## config.mk

```make
export PLATFORM = sky130hd
export DESIGN_NAME = dbg_break_ctrl
export DESIGN_NICKNAME = d
export VERILOG_FILES = /design/src/rtl/dbg_break_pkg.sv /design/src/rtl/dbg_cond_regs.sv /design/src/rtl/dbg_match.sv /design/src/rtl/dbg_fsm.sv /design/src/rtl/dbg_hub_gate.sv /design/src/rtl/dbg_break_ctrl.sv
export SDC_FILE = /design/constraint.sdc
export NUM_CORES = 1
export LEC_CHECK = 0
export BUFFER_PORTS_ARGS = -buffer_cell sky130_fd_sc_hd__buf_4
export CAP_MARGIN = 20
export CORE_MARGIN = 4
export CORE_UTILIZATION = 45
export CTS_CLUSTER_DIAMETER = 60
export CTS_CLUSTER_SIZE = 12
export DETAILED_ROUTE_END_ITERATION = 12
export GPL_TIMING_DRIVEN = 0
export PLACE_DENSITY = 0.71
export RECOVER_POWER = 25
export SYNTH_ARGS = -nofsm -noshare
export SYNTH_HDL_FRONTEND = slang
export SYNTH_SLANG_ARGS = --single-unit
```

## constraint.sdc

```tcl
create_clock -name clk -period 2.85 [get_ports clk]
set_input_delay 0.57 -clock clk [delete_from_list [all_inputs] [get_ports clk]]
set_output_delay 0.57 -clock clk [all_outputs]
set_load 0.01 [all_outputs]
```

## src/rtl/dbg_break_pkg.sv

```systemverilog
package dbg_break_pkg;

    typedef enum logic [1:0] {
        S_RUN     = 2'd0,
        S_ENTRY   = 2'd1,
        S_HANDLER = 2'd2
    } dbg_state_e;

    // Mode word, bit 0 at the bottom
    typedef struct packed {
        logic wr_val;   // [6] required register-write value
        logic wr_msk;   // [5] qualify on register write
        logic cnt;      // [4] break on Nth hit
        logic asyn;     // [3] honour sibling requests
        logic insn;     // [2] instruction pattern match
        logic addr;     // [1] program-counter match
        logic step;     // [0] single step
    } dbg_mode_t;

    localparam int MODE_W = 7;

    localparam logic [2:0] SEL_MODE = 3'd0;
    localparam logic [2:0] SEL_ADDR = 3'd1;
    localparam logic [2:0] SEL_MASK = 3'd2;
    localparam logic [2:0] SEL_CMP  = 3'd3;
    localparam logic [2:0] SEL_CNT  = 3'd4;

endpackage

```

## src/rtl/dbg_cond_regs.sv

```systemverilog
module dbg_cond_regs
    import dbg_break_pkg::*;
#(
    parameter int PC_W     = 20,
    parameter int DATA_W   = 32,
    parameter int CNT_W    = 16,
    parameter logic [6:0] RST_MODE = 7'b000_1000
) (
    input  logic              clk,
    input  logic              rst_n,
    input  logic              wr_ok,
    input  logic              cfg_we,
    input  logic [2:0]        cfg_sel,
    input  logic [DATA_W-1:0] cfg_data,
    output dbg_mode_t         mode_q,
    output logic [PC_W-1:0]   addr_q,
    output logic [DATA_W-1:0] mask_q,
    output logic [DATA_W-1:0] cmp_q,
    output logic [CNT_W-1:0]  cnt_q
);

    logic take;
    assign take = wr_ok && cfg_we;

    always_ff @(posedge clk) begin
        if (!rst_n) begin
            mode_q <= dbg_mode_t'(RST_MODE);
            addr_q <= '0;
            mask_q <= '0;
            cmp_q  <= '0;
            cnt_q  <= '0;
        end else if (take) begin
            unique case (cfg_sel)
                SEL_MODE: mode_q <= dbg_mode_t'(cfg_data[MODE_W-1:0]);
                SEL_ADDR: addr_q <= cfg_data[PC_W-1:0];
                SEL_MASK: mask_q <= cfg_data;
                SEL_CMP:  cmp_q  <= cfg_data;
                SEL_CNT:  cnt_q  <= cfg_data[CNT_W-1:0];
                default:  ;
            endcase
        end
    end

endmodule

```

## src/rtl/dbg_match.sv

```systemverilog
module dbg_match
    import dbg_break_pkg::*;
#(
    parameter int PC_W    = 20,
    parameter int DATA_W  = 32,
    parameter int CNT_W   = 16,
    parameter int NCORE   = 8,
    parameter int CORE_ID = 0
) (
    input  logic              clk,
    input  logic              rst_n,
    input  logic              eval,
    input  logic              arm_load,
    input  logic              ret_vld,
    input  logic [PC_W-1:0]   ret_pc,
    input  logic [DATA_W-1:0] ret_insn,
    input  logic              ret_wr,
    input  logic [NCORE-1:0]  async_req,
    input  dbg_mode_t         mode_q,
    input  logic [PC_W-1:0]   addr_q,
    input  logic [DATA_W-1:0] mask_q,
    input  logic [DATA_W-1:0] cmp_q,
    input  logic [CNT_W-1:0]  cnt_q,
    output logic              trigger
);

    logic [NCORE-1:0] peer_mask;
    logic [CNT_W-1:0] remain_q;
    logic step_hit, addr_hit, insn_hit, wr_ok, cond_hit, cond_fire, async_hit;

    // Only sibling cores may request a break on this core
    for (genvar gi = 0; gi < NCORE; gi++) begin : g_peer
        assign peer_mask[gi] = (gi != CORE_ID);
    end

    assign wr_ok     = !mode_q.wr_msk || (ret_wr == mode_q.wr_val);
    assign step_hit  = mode_q.step && ret_vld;
    assign addr_hit  = mode_q.addr && ret_vld && (ret_pc == addr_q);
    assign insn_hit  = mode_q.insn && ret_vld && wr_ok &&
                       (((ret_insn ^ cmp_q) & mask_q) == '0);
    assign cond_hit  = addr_hit || insn_hit;
    assign cond_fire = cond_hit && (!mode_q.cnt || (remain_q <= CNT_W'(1)));
    assign async_hit = mode_q.asyn && |(async_req & peer_mask);
    assign trigger   = eval && (step_hit || cond_fire || async_hit);

    always_ff @(posedge clk) begin
        if (!rst_n) begin
            remain_q <= '0;
        end else if (arm_load) begin
            remain_q <= cnt_q;
        end else if (eval && cond_hit && mode_q.cnt && (remain_q > CNT_W'(1))) begin
            remain_q <= remain_q - CNT_W'(1);
        end
    end

endmodule

```

## src/rtl/dbg_fsm.sv

```systemverilog
module dbg_fsm
    import dbg_break_pkg::*;
(
    input  logic       clk,
    input  logic       rst_n,
    input  logic       trigger,
    input  logic       reti0,
    output dbg_state_e state_q,
    output logic       dbg_irq,
    output logic       in_dbg,
    output logic       eval,
    output logic       reti_take
);

    dbg_state_e state_d;

    always_ff @(posedge clk) begin
        if (!rst_n) state_q <= S_RUN;
        else        state_q <= state_d;
    end

    always_comb begin
        state_d = state_q;
        unique case (state_q)
            S_RUN:     if (trigger) state_d = S_ENTRY;     // T_BREAK
            S_ENTRY:   state_d = S_HANDLER;                // T_SETTLE
            S_HANDLER: if (reti0) state_d = S_RUN;         // T_RESUME
            default:   state_d = S_RUN;
        endcase
    end

    always_comb begin
        dbg_irq   = 1'b0;
        in_dbg    = 1'b0;
        eval      = 1'b0;
        reti_take = 1'b0;
        unique case (state_q)
            S_RUN:     eval = 1'b1;
            S_ENTRY:   begin dbg_irq = 1'b1; in_dbg = 1'b1; end
            S_HANDLER: begin in_dbg = 1'b1; reti_take = reti0; end
            default:   ;
        endcase
    end

endmodule

```

## src/rtl/dbg_hub_gate.sv

```systemverilog
module dbg_hub_gate #(
    parameter int HUB_AW  = 20,
    parameter int PROT_KB = 16
) (
    input  logic              hub_we_in,
    input  logic [HUB_AW-1:0] hub_addr,
    input  logic              prot_en,
    input  logic              in_dbg,
    output logic              hub_we_out
);

    localparam int PROT_AW = $clog2(PROT_KB * 1024);

    logic in_top;
    assign in_top     = &hub_addr[HUB_AW-1:PROT_AW];
    assign hub_we_out = hub_we_in && !(prot_en && !in_dbg && in_top);

endmodule

```

## src/rtl/dbg_break_ctrl.sv

```systemverilog
module dbg_break_ctrl
    import dbg_break_pkg::*;
#(
    parameter int PC_W     = 20,
    parameter int DATA_W   = 32,
    parameter int CNT_W    = 16,
    parameter int NCORE    = 8,
    parameter int CORE_ID  = 0,
    parameter int HUB_AW   = 20,
    parameter int PROT_KB  = 16,
    parameter logic [6:0] RST_MODE = 7'b000_1000
) (
    input  logic              clk,
    input  logic              rst_n,
    input  logic              ret_vld,
    input  logic [PC_W-1:0]   ret_pc,
    input  logic [DATA_W-1:0] ret_insn,
    input  logic              ret_wr,
    input  logic [NCORE-1:0]  async_req,
    input  logic              cfg_we,
    input  logic [2:0]        cfg_sel,
    input  logic [DATA_W-1:0] cfg_data,
    input  logic              reti0,
    input  logic              hub_we_in,
    input  logic [HUB_AW-1:0] hub_addr,
    input  logic              prot_en,
    output logic              dbg_irq,
    output logic              in_dbg,
    output logic              hub_we_out
);

    dbg_mode_t         mode_q;
    logic [PC_W-1:0]   addr_q;
    logic [DATA_W-1:0] mask_q, cmp_q;
    logic [CNT_W-1:0]  cnt_q;
    dbg_state_e        state_q;
    logic              trigger, eval, reti_take;

    dbg_cond_regs #(
        .PC_W(PC_W), .DATA_W(DATA_W), .CNT_W(CNT_W), .RST_MODE(RST_MODE)
    ) u_regs (
        .clk(clk), .rst_n(rst_n), .wr_ok(in_dbg),
        .cfg_we(cfg_we), .cfg_sel(cfg_sel), .cfg_data(cfg_data),
        .mode_q(mode_q), .addr_q(addr_q), .mask_q(mask_q),
        .cmp_q(cmp_q), .cnt_q(cnt_q)
    );

    dbg_match #(
        .PC_W(PC_W), .DATA_W(DATA_W), .CNT_W(CNT_W),
        .NCORE(NCORE), .CORE_ID(CORE_ID)
    ) u_match (
        .clk(clk), .rst_n(rst_n), .eval(eval), .arm_load(reti_take),
        .ret_vld(ret_vld), .ret_pc(ret_pc), .ret_insn(ret_insn),
        .ret_wr(ret_wr), .async_req(async_req),
        .mode_q(mode_q), .addr_q(addr_q), .mask_q(mask_q),
        .cmp_q(cmp_q), .cnt_q(cnt_q), .trigger(trigger)
    );

    dbg_fsm u_fsm (
        .clk(clk), .rst_n(rst_n), .trigger(trigger), .reti0(reti0),
        .state_q(state_q), .dbg_irq(dbg_irq), .in_dbg(in_dbg),
        .eval(eval), .reti_take(reti_take)
    );

    dbg_hub_gate #(
        .HUB_AW(HUB_AW), .PROT_KB(PROT_KB)
    ) u_gate (
        .hub_we_in(hub_we_in), .hub_addr(hub_addr), .prot_en(prot_en),
        .in_dbg(in_dbg), .hub_we_out(hub_we_out)
    );

endmodule

```

### Word-level counts from Yosys, hierarchy flattened

Cells that the tools add are included.

| storage, ports and cells | value |
|---|---|
| logic and storage cells | 75 |
| register bits after elaboration | 125 |
| input port bits | 123 |
| output and inout port bits | 3 |

| cells by class | value |
|---|---|
| mux-type cells | 9 |
| bitwise gates (word level) | 2 |
| $lt $le $gt $ge | 2 |
| reduce and logical (&&, ||, !) cells | 38 |
| add/subtract/negate cells | 1 |
| eq/ne operators | 10 |

Operators by type and width:

| operator | count |
|---|---|
| bitwise AND 32 bit | 1 |
| zero test 32 bit | 1 |
| two-way mux 16 bit | 2 |
| XOR 32 bit | 1 |
| == test 20 bit | 1 |
| greater-than comparator 16 x 1 -> 1 bit, second input constant | 1 |
| less-or-equal comparator 16 x 1 -> 1 bit, second input constant | 1 |
| logical AND 1 bit | 16 |
| subtractor 16 x 1 -> 16 bit, second input constant | 1 |
| AND reduction 2 bit | 6 |
| OR reduction 7 bit | 1 |
| == test 3 x 2 -> 1 bit, second input constant | 2 |
| one-hot mux 2 bit (3 select lines) | 1 |
| AND reduction 6 bit | 1 |
| logical OR 1 bit | 5 |
| zero test 1 bit | 4 |
| two-way mux 1 bit | 4 |
| two-way mux 2 bit | 2 |
| inequality test 2 bit, second input constant | 2 |
| == test 3 x 1 -> 1 bit, second input constant | 1 |
| == test 3 bit, second input constant | 1 |
| zero test 3 bit | 1 |
| == test 2 x 1 -> 1 bit, second input constant | 1 |
| == test 2 bit, second input constant | 1 |
| 4 further kinds | 4 |

### Depth between registers and ports, before layout

Gate-level depths: netlist (run 1).

| depth | value |
|---|---|
| depth in word-level cells | 11 |
| gate-level depth with buffers | 10 |
| mapped depth without buffers | 9 |

### By module

A second synthesis (run 1) with hierarchy kept.

| unflattened totals | value |
|---|---|
| cells, all modules | 634 |
| area total of the unflattened synthesis | 5,861.9 um^2 |

By module, submodules not included:

| module | cells each | seq. area each (um^2) | instances | area an instance (um^2) |
|---|---|---|---|---|
| dbg_cond_regs | 388 | 2,142.1 | 1 | 3,933.8 |
| dbg_match | 226 | 320.3 | 1 | 1,760.4 |
| dbg_fsm | 17 | 40.0 | 1 | 145.1 |
| dbg_hub_gate | 3 | 0.0 | 1 | 22.5 |

### Worst setup path after synthesis (run 1)

OpenSTA, ideal clock, no wires.

| timing | value |
|---|---|
| kind | input port to flip-flop |
| from | input ret_insn[17] |
| to | register u_match.remain_q[15] |
| data required time | 2.771 ns |
| data arrival time | 2.446 ns |
| setup slack | 0.326 ns |
| path buffers | 0 |
| cell stages on the path | 7 |
| library setup time | 0.079 ns |
| path through | xor2_1 a22oi_1 nand4_1 nor3_1 a41oi_1 or4_1 o211ai_1 |

| on the way | value |
|---|---|
| longest elaborated chain between the ends | 9 |

RTL lines:

| item | line | RTL |
|---|---|---|
| from (decl) | dbg_break_ctrl.sv:17 | `input logic [DATA_W-1:0] ret_insn,` |
| XOR 32 bit | dbg_match.sv:40 | `(((ret_insn ^ cmp_q) & mask_q) == '0);` |
| bitwise AND 32 bit | dbg_match.sv:40 |  |
| zero test 32 bit | dbg_match.sv:40 |  |
| logical AND 1 bit | dbg_match.sv:39 | `assign insn_hit = mode_q.insn && ret_vld && wr_ok &&` |
| logical OR 1 bit | dbg_match.sv:41 | `assign cond_hit = addr_hit \|\| insn_hit;` |
| logical AND 1 bit (3 in a row) | dbg_match.sv:51 | `end else if (eval && cond_hit && mode_q.cnt && (remain_q > CNT_W'(1))) begin` |
| nonzero test 2 bit (no line) | - |  |
| to (signal assigned) | dbg_match.sv:50 | `remain_q <= cnt_q;` |
| to (signal assigned) | dbg_match.sv:52 | `remain_q <= remain_q - CNT_W'(1);` |
| to (decl) | dbg_match.sv:28 | `logic [CNT_W-1:0] remain_q;` |

Every way passes these cells.
A chain may end at the register's enable or synchronous reset.

### Worst setup path in the final report (run 1)

| timing | value |
|---|---|
| from | register u_match.remain_q[3] |
| to | register u_match.remain_q[15] |

| on the way | value |
|---|---|
| longest elaborated chain between the ends | 3 |
| elaborated cells between the ends (all ways) | 6 |
| classes of those cells | add/sub (1); order compare (1); mux (2); reduce/logical (2) |

RTL lines:

| item | line |
|---|---|
| subtractor 16 x 1 -> 16 bit or greater-than comparator 16 x 1 -> 1 bit (tied branches) | dbg_match.sv:52, dbg_match.sv:51 |
| two-way mux 16 bit or logical AND 1 bit (tied branches) | dbg_match.sv:51 |
| two-way mux 16 bit or nonzero test 2 bit (tied branches) | - |

Several ways; a longest one is shown, not always the timed one. The select of a mux whose other input is x is not followed.

==> results of run 1 <==
[critical path, delay by kind of cell (launching register included)]
family | cells | cell delay, ps
and+or+nand+nor | 5 | 1680
DFF | 1 | 360
buffers and inverters | 2 | 320
AOI/OAI and AO/OA | 2 | 230
[Yosys cell counts, types with 2 or more instances]
library cell  count  share of area
or2_0             2         0.0022
nor2_1           18          0.012
xnor2_1           2         0.0030
inv_1             7         0.0046
a21oi_1         111          0.096
nand3_1          15          0.013
xor2_1           52          0.079
or3_1             3         0.0032
nand2b_1          2         0.0022
nor4_1           13          0.014
mux2i_1           4         0.0069
nor3_1           11         0.0095
and2_1            4         0.0043
nand4_1          10          0.011
nand3b_1          5         0.0065
nor2b_1           4         0.0043
or2_2             2         0.0022
nand2_1         222           0.14
ha_1              6          0.013
nor4b_1           3         0.0046
buf_6             2         0.0039
or4_4             2         0.0039
and3_1            8         0.0087
clkbuf_1         41          0.027
a31oi_1           6         0.0065
a22oi_1          16          0.021
dfxtp_1         125           0.43
o21ai_0          11         0.0095
or4_1             5         0.0065
o21a_1            3         0.0039
a211oi_1          5         0.0065
[routing by layer]
metal	wire, um	vias up
li1	-	2787
met1	7280	2633
met2	8410	209
met3	1140	35
met4	447	0
met5	0	-
[power by group through the flow]
stage	sequential, mW	clock (mW)	combinational [mW]
3_3_place_gp	1.85	0	0.462
3_5_place_dp	1.85	0	0.465
5_1_grt	1.81	2.10	0.511
2_1_floorplan	1.84	0	0.231
6_report	1.81	2.00	0.468
4_1_cts	1.81	2.01	0.469
[cell families after synthesis]
| logic type | Yosys count | share of synthesized area |
|---|---|---|
| xor+xnor | 54 | 0.0819 |
| compound gates | 165 | 0.169 |
| simple gates | 335 | 0.261 |
| flops | 125 | 0.433 |
| mux | 4 | 0.00693 |
| fa+ha+maj | 6 | 0.0130 |
| buf+inv | 51 | 0.0357 |
[per-stage QoR]
stage,area [um2],setup slack [ps],setup TNS [ps],total power [mW]
6_report,7360,185,0,4.28
3_5_place_dp,6820,-47.3,-47.3,2.31
4_1_cts,7370,199,0,4.29
5_1_grt,7360,38.9,0,4.42
3_3_place_gp,6810,-530,-3490,2.31
2_1_floorplan,5780,326,0,2.07
[worst max-delay path by stage]
stage                     slack [ps]                           endpoint  cells past startpoint
after floorplan                  330  u_match.remain_q[15]$_SDFFE_PN0P_                      7
after CTS                        200  u_match.remain_q[11]$_SDFFE_PN0P_                      7
after global placement          -530  u_match.remain_q[15]$_SDFFE_PN0P_                      8
final                            180  u_match.remain_q[15]$_SDFFE_PN0P_                      9
after detailed placement         -50  u_match.remain_q[15]$_SDFFE_PN0P_                      8
after global routing              40  u_match.remain_q[15]$_SDFFE_PN0P_                      9
[cell type report]
type	instances	area, um2
buffer	44	180
clock buffer	20	447
clock inverter	11	95.1
fill	1189	5210
inverter	7	26.3
multi-input combinational	564	3070
sequential	125	2500
tap	172	215
timing repair buffer	111	822
[registers in the layout, summed over array words and instances, names as in the netlist]
signal,flops
u_regs.mode_q,7
u_match.remain_q,16
u_regs.addr_q,20
u_fsm.state_q,2
u_regs.cnt_q,16
u_regs.mask_q,32
u_regs.cmp_q,32
[repair_timing]
| item | in CTS | in global routing |
|---|---|---|
| hold buffers | 0 | 0 |
| gates resized for setup | 0 | 1 |
| endpoints found under the setup margin | 0 | 1 |
==> flow_metrics.env, run 1 <==
export IMPL_status="complete, no violations"
export IMPL_place_hpwl_mm=12.6
export IMPL_fin_nets=999
export IMPL_grt_busiest_layer="met2"
export IMPL_final_util=0.586
export IMPL_cts_setup_buffers=0
export IMPL_hold_violations=0
export IMPL_clkTransAtPathRegs_ps=60
export IMPL_p_seq_frac=0.423
export IMPL_vias=5664
export IMPL_holdPathEnd="u_regs.cmp_q[25]$_SDFFE_PN0P_"
export IMPL_clk_latency_ps=410
export IMPL_timing_max_cap_violations=0
export IMPL_switching_share=0.252
export IMPL_crit_fanout=8
export IMPL_grt_pass1_vias=5287
export IMPL_clock_root_buffer="clkbuf_16"
export IMPL_stdcell_count=1054
export IMPL_layout_common_cells="nand2_1 (222), dfxtp_1 (125), a21oi_1 (111), buf_4 (106), xor2_1 (52)"
export IMPL_cp_end_kind="flip-flop"
export IMPL_slowest_stage="or4_1"
export IMPL_pwr_share_comb=0.109
export IMPL_r2r_setup_slack_ps=180
export IMPL_dp_cells=1023
export IMPL_cts_tree="done"
export IMPL_ys_seq_area_frac=0.433
export IMPL_path_class="flip-flop to flip-flop"
export IMPL_cp_arrival_ps=3000
export IMPL_fin_crit_sh=0.935
export IMPL_startpoint_type="flip-flop"
export IMPL_critPathMaxStageDelay_ps=520
export IMPL_cts_sinks=125
export IMPL_synth_area_per_cell_um2=7.80
export IMPL_yosys_warnings=0
export IMPL_pwr_share_clk=0.468
export IMPL_drt_total_wl_mm=17.3
export IMPL_drt_pass1_iterations=5
export IMPL_worstReg2RegStart="u_match.remain_q[3]$_SDFFE_PN0P_"
export IMPL_hold_path_class="input pin to flip-flop"
export IMPL_yosysUniqueCellTypes=51
export IMPL_grtUsageMet3=0.0578
export IMPL_crit_chain="or4_1 -> clkbuf_1 -> nand2b_1 -> buf_6 -> nor2_1 -> nor4b_1 -> a41oi_2 -> or4_1 -> o211ai_1"
export IMPL_grt_setup_unrepaired="no"
export IMPL_grt_max_degree=17
export IMPL_syn_inst=740
export IMPL_grt_overflow=0
export IMPL_worstRegToRegCells=9
export IMPL_regToRegEndpoint="u_match.remain_q[15]$_SDFFE_PN0P_"
export IMPL_numCtsBuffers=17
export IMPL_slew_violations=0
export IMPL_worst_slew_pin_slew_ps=737
export IMPL_htree_levels=4
export IMPL_die_w_um=121
export IMPL_power_density_nw_per_um2=582
export IMPL_post_drt_wl_per_cell_um=16.4
export IMPL_antenna_found_initial=0
export IMPL_die_h_um=121
export IMPL_synth_edf_count=0
export IMPL_gp_congestion=0.865
export IMPL_drtIter0Drc=509
export IMPL_p_leak_nw=2.86
export IMPL_holdPathStages=3
export IMPL_grtUsageTotal=0.240
export IMPL_holdWs_ps=413
export IMPL_fmax_mhz=375
export IMPL_clockBufferDepth=2
export IMPL_relSlewSlack=0.508
export IMPL_power_switching_mw=1.08
export IMPL_final_setup_viol_count=0
export IMPL_avgViaCountPerCell=5.37
export IMPL_io_pin_count=126
export IMPL_layout_drive_gt1_share=0.171
export IMPL_synthFlopType="dfxtp_1"
export IMPL_core_area_um2=12600
export IMPL_globalRouteMet2Util=0.394
export IMPL_cp_common_cell="or4_1"
export IMPL_antenna_cells=0
export IMPL_io_buffers=109
export IMPL_worstPathRequired_ps=3180
export IMPL_hp_start="cfg_data[25]"
export IMPL_groute_layer_met1_usage=0.309
export IMPL_start_util=0.460
export IMPL_area_delta_synth_final_pct=27.5
export IMPL_grt_pass1_wl_mm=27.3
export IMPL_min_period_ps=2670
export IMPL_die_area_um2=14700
export IMPL_setup_worst_path_start="u_match.remain_q[3]$_SDFFE_PN0P_"
export IMPL_ir_drop_uv=356
export IMPL_rows=41
export IMPL_drcViolationCount=0
export IMPL_layout_commonest_cell="nand2_1"
export IMPL_internal_power_mw=3.20
export IMPL_final_antenna_net_count=0
export IMPL_synth_seq_cells=125
export IMPL_synthArstFlopShare=0
export IMPL_syn_nets=869
export IMPL_netlist_area_um2=5780
export IMPL_skew_ps=6.04
Power figures use the tool's default switching activity.
==> run 2: changes to the inputs <==
--- a/config.mk
+++ b/config.mk
@@ -13,8 +13,9 @@
 export CTS_CLUSTER_SIZE = 12
 export DETAILED_ROUTE_END_ITERATION = 12
 export GPL_TIMING_DRIVEN = 0
-export PLACE_DENSITY = 0.71
+export PLACE_DENSITY_LB_ADDON = 0.1
 export RECOVER_POWER = 25
+export SETUP_SLACK_MARGIN = 0.4
 export SYNTH_ARGS = -nofsm -noshare
 export SYNTH_HDL_FRONTEND = slang
 export SYNTH_SLANG_ARGS = --single-unit
==> run 2 against run 1 <==
Combinational power rose by 8.5%; clock power decreased by 6%; setup slack improved by 160 ps; register-to-register slack improved by 160 ps; clock skew is 2.2 ps higher; critical path depth decreased by 1; cell count increased by 1.3%; non-clock buffer count increased by 14; total power decreased by 2.0%; clock-buffer cell count up 2; largest cell class unchanged; utilization up 1.8 points; critical path type unchanged.
==> flow_metrics.env, run 2 (synthesis results as in run 1) <==
export IMPL_drt_total_wl_mm=18.1
export IMPL_drcViolationCount=0
export IMPL_drtIter0Drc=319
export IMPL_p_leak_nw=2.99
export IMPL_grt_setup_unrepaired="yes"
export IMPL_reg_top3="u_regs.cmp_q x32, u_regs.mask_q x32, u_regs.addr_q x20"
export IMPL_slew_violations=0
export IMPL_rows=41
export IMPL_stdcell_count=1068
export IMPL_r2r_setup_slack_ps=350
export IMPL_numCtsBuffers=17
export IMPL_worstPathRequired_ps=3190
export IMPL_hold_path_class="input pin to flip-flop"
export IMPL_start_util=0.460
export IMPL_cts_tree="done"
export IMPL_regToRegEndpoint="u_regs.cnt_q[7]$_SDFFE_PN0P_"
export IMPL_cp_arrival_ps=2840
export IMPL_layout_commonest_cell="nand2_1"
export IMPL_timing_max_cap_violations=0
export IMPL_cp_end_kind="flip-flop"
export IMPL_core_area_um2=12600
export IMPL_path_class="flip-flop to flip-flop"
export IMPL_power_density_nw_per_um2=553
export IMPL_final_util=0.604
export IMPL_antenna_found_initial=0
export IMPL_io_pin_count=126
export IMPL_gp_congestion=0.857
export IMPL_grt_max_degree=17
export IMPL_worstRegToRegCells=8
export IMPL_layout_common_cells="nand2_1 (222), buf_4 (121), dfxtp_1 (120), a21oi_1 (111), xor2_1 (52)"
export IMPL_worstReg2RegStart="u_fsm.state_q[0]$_SDFFE_PN0P_"
export IMPL_ir_drop_uv=470
export IMPL_grt_pass1_wl_mm=27.5
export IMPL_place_hpwl_mm=13.1
export IMPL_drt_pass1_iterations=5
export IMPL_vias=5719
export IMPL_die_area_um2=14700
export IMPL_io_buffers=109
export IMPL_status="complete, no violations"
export IMPL_post_drt_wl_per_cell_um=16.9
export IMPL_final_antenna_net_count=0
export IMPL_hp_start="cfg_data[31]"
export IMPL_worst_slew_pin_slew_ps=668
export IMPL_die_w_um=121
export IMPL_htree_levels=4
export IMPL_skew_ps=8.29
export IMPL_clock_root_buffer="clkbuf_16"
export IMPL_holdPathStages=3
export IMPL_final_setup_viol_count=0
export IMPL_fmax_mhz=399
export IMPL_layout_drive_gt1_share=0.219
export IMPL_startpoint_type="flip-flop"
export IMPL_holdPathEnd="u_regs.mask_q[31]$_SDFFE_PN0P_"
export IMPL_fin_nets=1014
export IMPL_holdBufCountCts=0
export IMPL_grt_pass1_vias=5630
export IMPL_die_h_um=121
export IMPL_fin_crit_sh=0.879
export IMPL_antenna_cells=0
export IMPL_area_delta_synth_final_pct=31.5
export IMPL_cts_sinks=125
export IMPL_dp_cells=1022
export IMPL_relSlewSlack=0.555
export IMPL_clkTransAtPathRegs_ps=50
export IMPL_grtUsageTotal=0.242
export IMPL_holdWs_ps=411
export IMPL_min_period_ps=2500
export IMPL_hold_violations=0
export IMPL_avgViaCountPerCell=5.35
export IMPL_grt_overflow=0
export IMPL_crit_fanout=10
export IMPL_clockBufferDepth=2
export IMPL_clk_latency_ps=420
==> run 2: where the power goes <==
part | switching (mW) | internal (mW) | total [mW]
Combinational | 0.281 | 0.227 | 0.508
Sequential | 0.0249 | 1.78 | 1.81
Clock | 0.747 | 1.13 | 1.88
==> run 2: routing by layer <==
metal  share of wire  up-vias  global-route usage  wire [um]
li1                -     2820                   -          -
met1            0.41     2675               0.279       7330
met2            0.51      192               0.424       9180
met3           0.063       32              0.0662       1130
met4           0.024        0              0.0952        430
met5               0        -                   0          0
==> run 2: critical path, stage by stage (launching register included) <==
cell	delay, ps
dfxtp_1	350
inv_1	90
ha_1	380
nand2_1	120
nor4b_1	400
clkdlybuf4s25_1	470
clkbuf_1	370
nand2_1	100
a21oi_1	160
==> run 2: how the worst max path moves through the flow <==
stage	end	start	depth (start not counted)
final	u_regs.cnt_q[7]$_SDFFE_PN0P_	u_fsm.state_q[0]$_SDFFE_PN0P_	8
after global placement	u_match.remain_q[15]$_SDFFE_PN0P_	ret_insn[16]	8
after CTS	u_match.remain_q[15]$_SDFFE_PN0P_	u_regs.cmp_q[16]$_SDFFE_PN0P_	7
after global routing	u_regs.cnt_q[11]$_SDFFE_PN0P_	u_fsm.state_q[0]$_SDFFE_PN0P_	8
after floorplan	u_match.remain_q[2]$_SDFFE_PN0P_	u_match.remain_q[11]$_SDFFE_PN0P_	7
after detailed placement	u_match.remain_q[15]$_SDFFE_PN0P_	ret_insn[16]	8
==> run 2: what timing repair did <==
action / 4_1_cts / 5_1_grt
gates resized for setup: 14 / 48
buffers inserted: 3 / 12
setup endpoints to repair: 15 / 97
pin swaps: 7 / 11
gates cloned: 1 / 0
==> run 2: final cells by class <==
class                           instances  area [um2]
Sequential cell                       125        2520
Fill cell                            1159        4970
Multi-Input combinational cell        565        3190
Clock buffer                           22         464
Inverter                                7        26.3
Tap cell                              172         215
Clock inverter                          8        45.0
Buffer                                 44         210
Timing Repair Buffer                  125         930
==> run 2: per-stage QoR <==
step                      area, um2  worst slack (ps)  setup TNS, ps  power (mW)
after detailed placement       6820             -98.8          -98.8        2.31
after global placement         6810              -127           -156        2.30
after global routing           7590               172              0        4.34
final                          7590               346              0        4.20
after floorplan                5780               404              0        2.07
after CTS                      7420               409              0        4.18
==> run 3: changes to the inputs <==
--- a/config.mk
+++ b/config.mk
@@ -18,4 +18,5 @@
 export SETUP_SLACK_MARGIN = 0.4
 export SYNTH_ARGS = -nofsm -noshare
 export SYNTH_HDL_FRONTEND = slang
+export SYNTH_HIERARCHICAL = 1
 export SYNTH_SLANG_ARGS = --single-unit
==> run 3 against run 2 <==
Maximum frequency rose by 6.2%; synthesized cell count fell by 14%; register-to-register slack improved by 150 ps; clock-buffer cell count rose by 1.
==> flow_metrics.env, run 3 <==
export IMPL_status="complete, no violations"
export IMPL_worstRegToRegCells=11
export IMPL_reg_top3="u_regs/cmp_q x32, u_regs/mask_q x32, u_regs/addr_q x20"
export IMPL_netlist_area_um2=5860
export IMPL_cts_tree="done"
export IMPL_r2r_setup_slack_ps=490
export IMPL_layout_commonest_cell="nand2_1"
export IMPL_drtIter0Drc=293
export IMPL_grt_pass1_wl_mm=26.7
export IMPL_p_leak_nw=3.38
export IMPL_worstReg2RegStart="u_regs/addr_q[13]$_SDFFE_PN0P_"
export IMPL_gp_congestion=0.804
export IMPL_min_period_ps=2360
export IMPL_drt_pass1_iterations=4
export IMPL_holdPathEnd="u_regs/mask_q[22]$_SDFFE_PN0P_"
export IMPL_clock_root_buffer="clkbuf_16"
export IMPL_relSlewSlack=0.518
export IMPL_muxShareOfSynthArea=0.185
export IMPL_synthTopCellsByCount="nand2_1 (152), dfxtp_1 (125), mux2i_1 (107)"
export IMPL_hp_start="cfg_data[22]"
export IMPL_grtUsageTotal=0.236
export IMPL_die_w_um=122
export IMPL_antenna_found_initial=0
export IMPL_antenna_cells=0
export IMPL_fmax_mhz=424
export IMPL_p_seq_frac=0.379
export IMPL_numCtsBuffers=17
export IMPL_crit_fanout=6
export IMPL_globalRouteMet2Util=0.407
export IMPL_hold_path_class="input pin to flip-flop"
export IMPL_holdPathStages=3
export IMPL_synthTopCellsByArea="dfxtp_1 (43%), mux2i_1 (18%), nand2_1 (9.7%), xor2_1 (6.1%), a22oi_1 (2.0%)"
export IMPL_hold_violations=0
export IMPL_rows=41
export IMPL_syn_nets=762
export IMPL_layout_drive_gt1_share=0.231
export IMPL_layout_common_cells="nand2_1 (152), dfxtp_1 (121), buf_4 (112), mux2i_1 (107), xor2_1 (41)"
export IMPL_fin_nets=893
export IMPL_syn_inst=634
export IMPL_fin_tns_setup_ps=0
export IMPL_synth_simple_area_share=0.190
export IMPL_synthXorXnorAreaFrac=0.0807
export IMPL_slew_violations=0
export IMPL_synth_top_area_share=0.427
export IMPL_power_switching_mw=1.36
export IMPL_pwr_share_comb=0.176
export IMPL_grt_pass1_vias=5258
export IMPL_ys_seq_area_frac=0.427
export IMPL_switching_share=0.270
export IMPL_synth_adder_area_share=0.0107
export IMPL_clk_latency_ps=430
export IMPL_internal_power_mw=3.68
export IMPL_synth_edf_count=0
export IMPL_htree_levels=4
export IMPL_core_area_um2=12700
export IMPL_synthFlopType="dfxtp_1"
export IMPL_avgViaCountPerCell=5.20
export IMPL_die_h_um=122
export IMPL_synth_top_family_by_area="simple AND/OR/NAND/NOR gates"
export IMPL_die_area_um2=14900
export IMPL_drt_total_wl_mm=16.6
export IMPL_regToRegEndpoint="u_fsm/state_q[1]$_SDFFE_PN0P_"
export IMPL_worst_slew_pin_slew_ps=723
export IMPL_yosysUniqueCellTypes=50
export IMPL_place_hpwl_mm=12.6
export IMPL_io_pin_count=126
export IMPL_post_drt_wl_per_cell_um=17.5
export IMPL_grt_max_degree=17
export IMPL_pwr_share_clk=0.445
export IMPL_io_buffers=110
export IMPL_cp_arrival_ps=2670
export IMPL_groute_layer_met1_usage=0.279
export IMPL_synth_compound_area_frac=0.0760
export IMPL_fin_crit_sh=0.827
export IMPL_drcViolationCount=0
export IMPL_synthArstFlopShare=0
export IMPL_clockBufferDepth=2
export IMPL_yosys_warnings=6
export IMPL_ir_drop_uv=381
export IMPL_vias=4942
export IMPL_grt_busiest_layer="met2"
export IMPL_grtUsageMet3=0.0724
export IMPL_grt_setup_unrepaired="yes"
export IMPL_area_delta_synth_final_pct=30.1
export IMPL_clkTransAtPathRegs_ps=60
export IMPL_synth_seq_cells=125
export IMPL_power_density_nw_per_um2=662
export IMPL_holdWs_ps=423
export IMPL_final_antenna_net_count=0
export IMPL_start_util=0.463
export IMPL_yosys_area_top_type="dfxtp_1"
export IMPL_startpoint_type="flip-flop"
export IMPL_cts_sinks=125
export IMPL_worstPathRequired_ps=3160
export IMPL_synth_area_per_cell_um2=9.25
export IMPL_cp_end_kind="flip-flop"
export IMPL_path_class="flip-flop to flip-flop"
export IMPL_skew_ps=8.25
export IMPL_yosysMostFrequentCell="nand2_1"
export IMPL_grt_overflow=0
export IMPL_timing_max_cap_violations=0
export IMPL_final_setup_viol_count=0
run 3: changes by cell type after synthesis, sizes merged, moves of 5 or more:
cell / before / now
a21oi: 111 / 7
mux2i: 4 / 107
nand2: 223 / 153
clkbuf: 41 / 22
xnor2: 2 / 13
xor2: 52 / 41
buf: 3 / 12
nor4: 14 / 5
and3: 9 / 1
o21ai: 12 / 20
nor3: 11 / 5
a211oi: 5 / 0
nand3b: 5 / 0
run 3: layout make-up:
class	count	area (um2)
clock inverters	9	134
plain buffers	34	161
repair buffers	112	833
inverters	7	26.3
well taps	172	215
fillers	1158	5050
multi-input cells	468	3270
clock buffers	23	478
flip-flops and latches	125	2510
run 3: worst max path at each step:
stage | startpoint | endpoint | slack (ps) | cells past startpoint
6_report | u_regs/addr_q[13]$_SDFFE_PN0P_ | u_fsm/state_q[1]$_SDFFE_PN0P_ | 490 | 11
5_1_grt | u_match/remain_q[3]$_SDFFE_PN0P_ | u_match/remain_q[1]$_SDFFE_PN0P_ | 400 | 7
3_5_place_dp | ret_pc[4] | u_fsm/state_q[1]$_SDFFE_PN0P_ | 6 | 12
3_3_place_gp | ret_insn[16] | u_fsm/state_q[1]$_SDFFE_PN0P_ | 20 | 12
4_1_cts | u_regs/addr_q[4]$_SDFFE_PN0P_ | u_fsm/state_q[1]$_SDFFE_PN0P_ | 400 | 11
2_1_floorplan | ret_pc[16] | u_fsm/state_q[1]$_SDFFE_PN0P_ | 490 | 11
run 3: through the flow:
step / area (um2) / util / std cells / setup slack, ps / power [mW]
finish: 7620 / 0.602 / 950 / 493 / 5.04
detailed placement: 6900 / 0.545 / 916 / 6.22 / 2.80
CTS: 7530 / 0.594 / 950 / 401 / 5.02
global placement: 6900 / 0.545 / 916 / 17.4 / 2.77
global route: 7620 / 0.602 / 950 / 397 / 5.26
floorplan: 5860 / - / 634 / 489 / 2.46
run 3: critical path, cell delays in order, from the launching register on:
cell and delay (ps):
dfxtp_1 320, xor2_1 160, nor4_1 460, nand2_1 250, nor2_4 160, a21oi_2 80, buf_4 190, a21oi_2 90
o21a_1 150, nand2b_4 120, a21oi_1 60, a41o_1 200
run 3: logic make-up (layout without fill, tap and decap cells):
| logic type | after synthesis | after routing |
|---|---|---|
| AOI/OAI and AO/OA | 68 | 68 |
| muxes | 108 | 108 |
| and+or+nand+nor | 233 | 233 |
| xor gates and xnor gates | 54 | 54 |
| adders and majority gates | 5 | 5 |
| DFF | 125 | 125 |
| buffers and inverters | 41 | 185 |
run 3: power groups by stage:
stage | registers (mW) | logic [mW] | clock network [mW]
2_1_floorplan | 1.93 | 0.536 | 0
3_3_place_gp | 1.94 | 0.828 | 0
3_5_place_dp | 1.94 | 0.850 | 0
4_1_cts | 1.91 | 0.854 | 2.26
5_1_grt | 1.92 | 0.977 | 2.36
6_report | 1.91 | 0.889 | 2.24
run 3: timing repair:
item	4_1_cts	5_1_grt
pin swaps	0	9
endpoints found under the hold margin	0	0
buffers inserted	2	0
endpoints found under the setup margin	1	16
gates resized for setup	1	22
hold buffers	0	0
run 3: layer usage:
layer / wire (um) / vias up / share of wire
met3: 578 / 29 / 0.035
li1: - / 2458 / -
met4: 370 / 0 / 0.022
met1: 7140 / 2361 / 0.43
met5: 0 / - / 0
met2: 8540 / 94 / 0.51
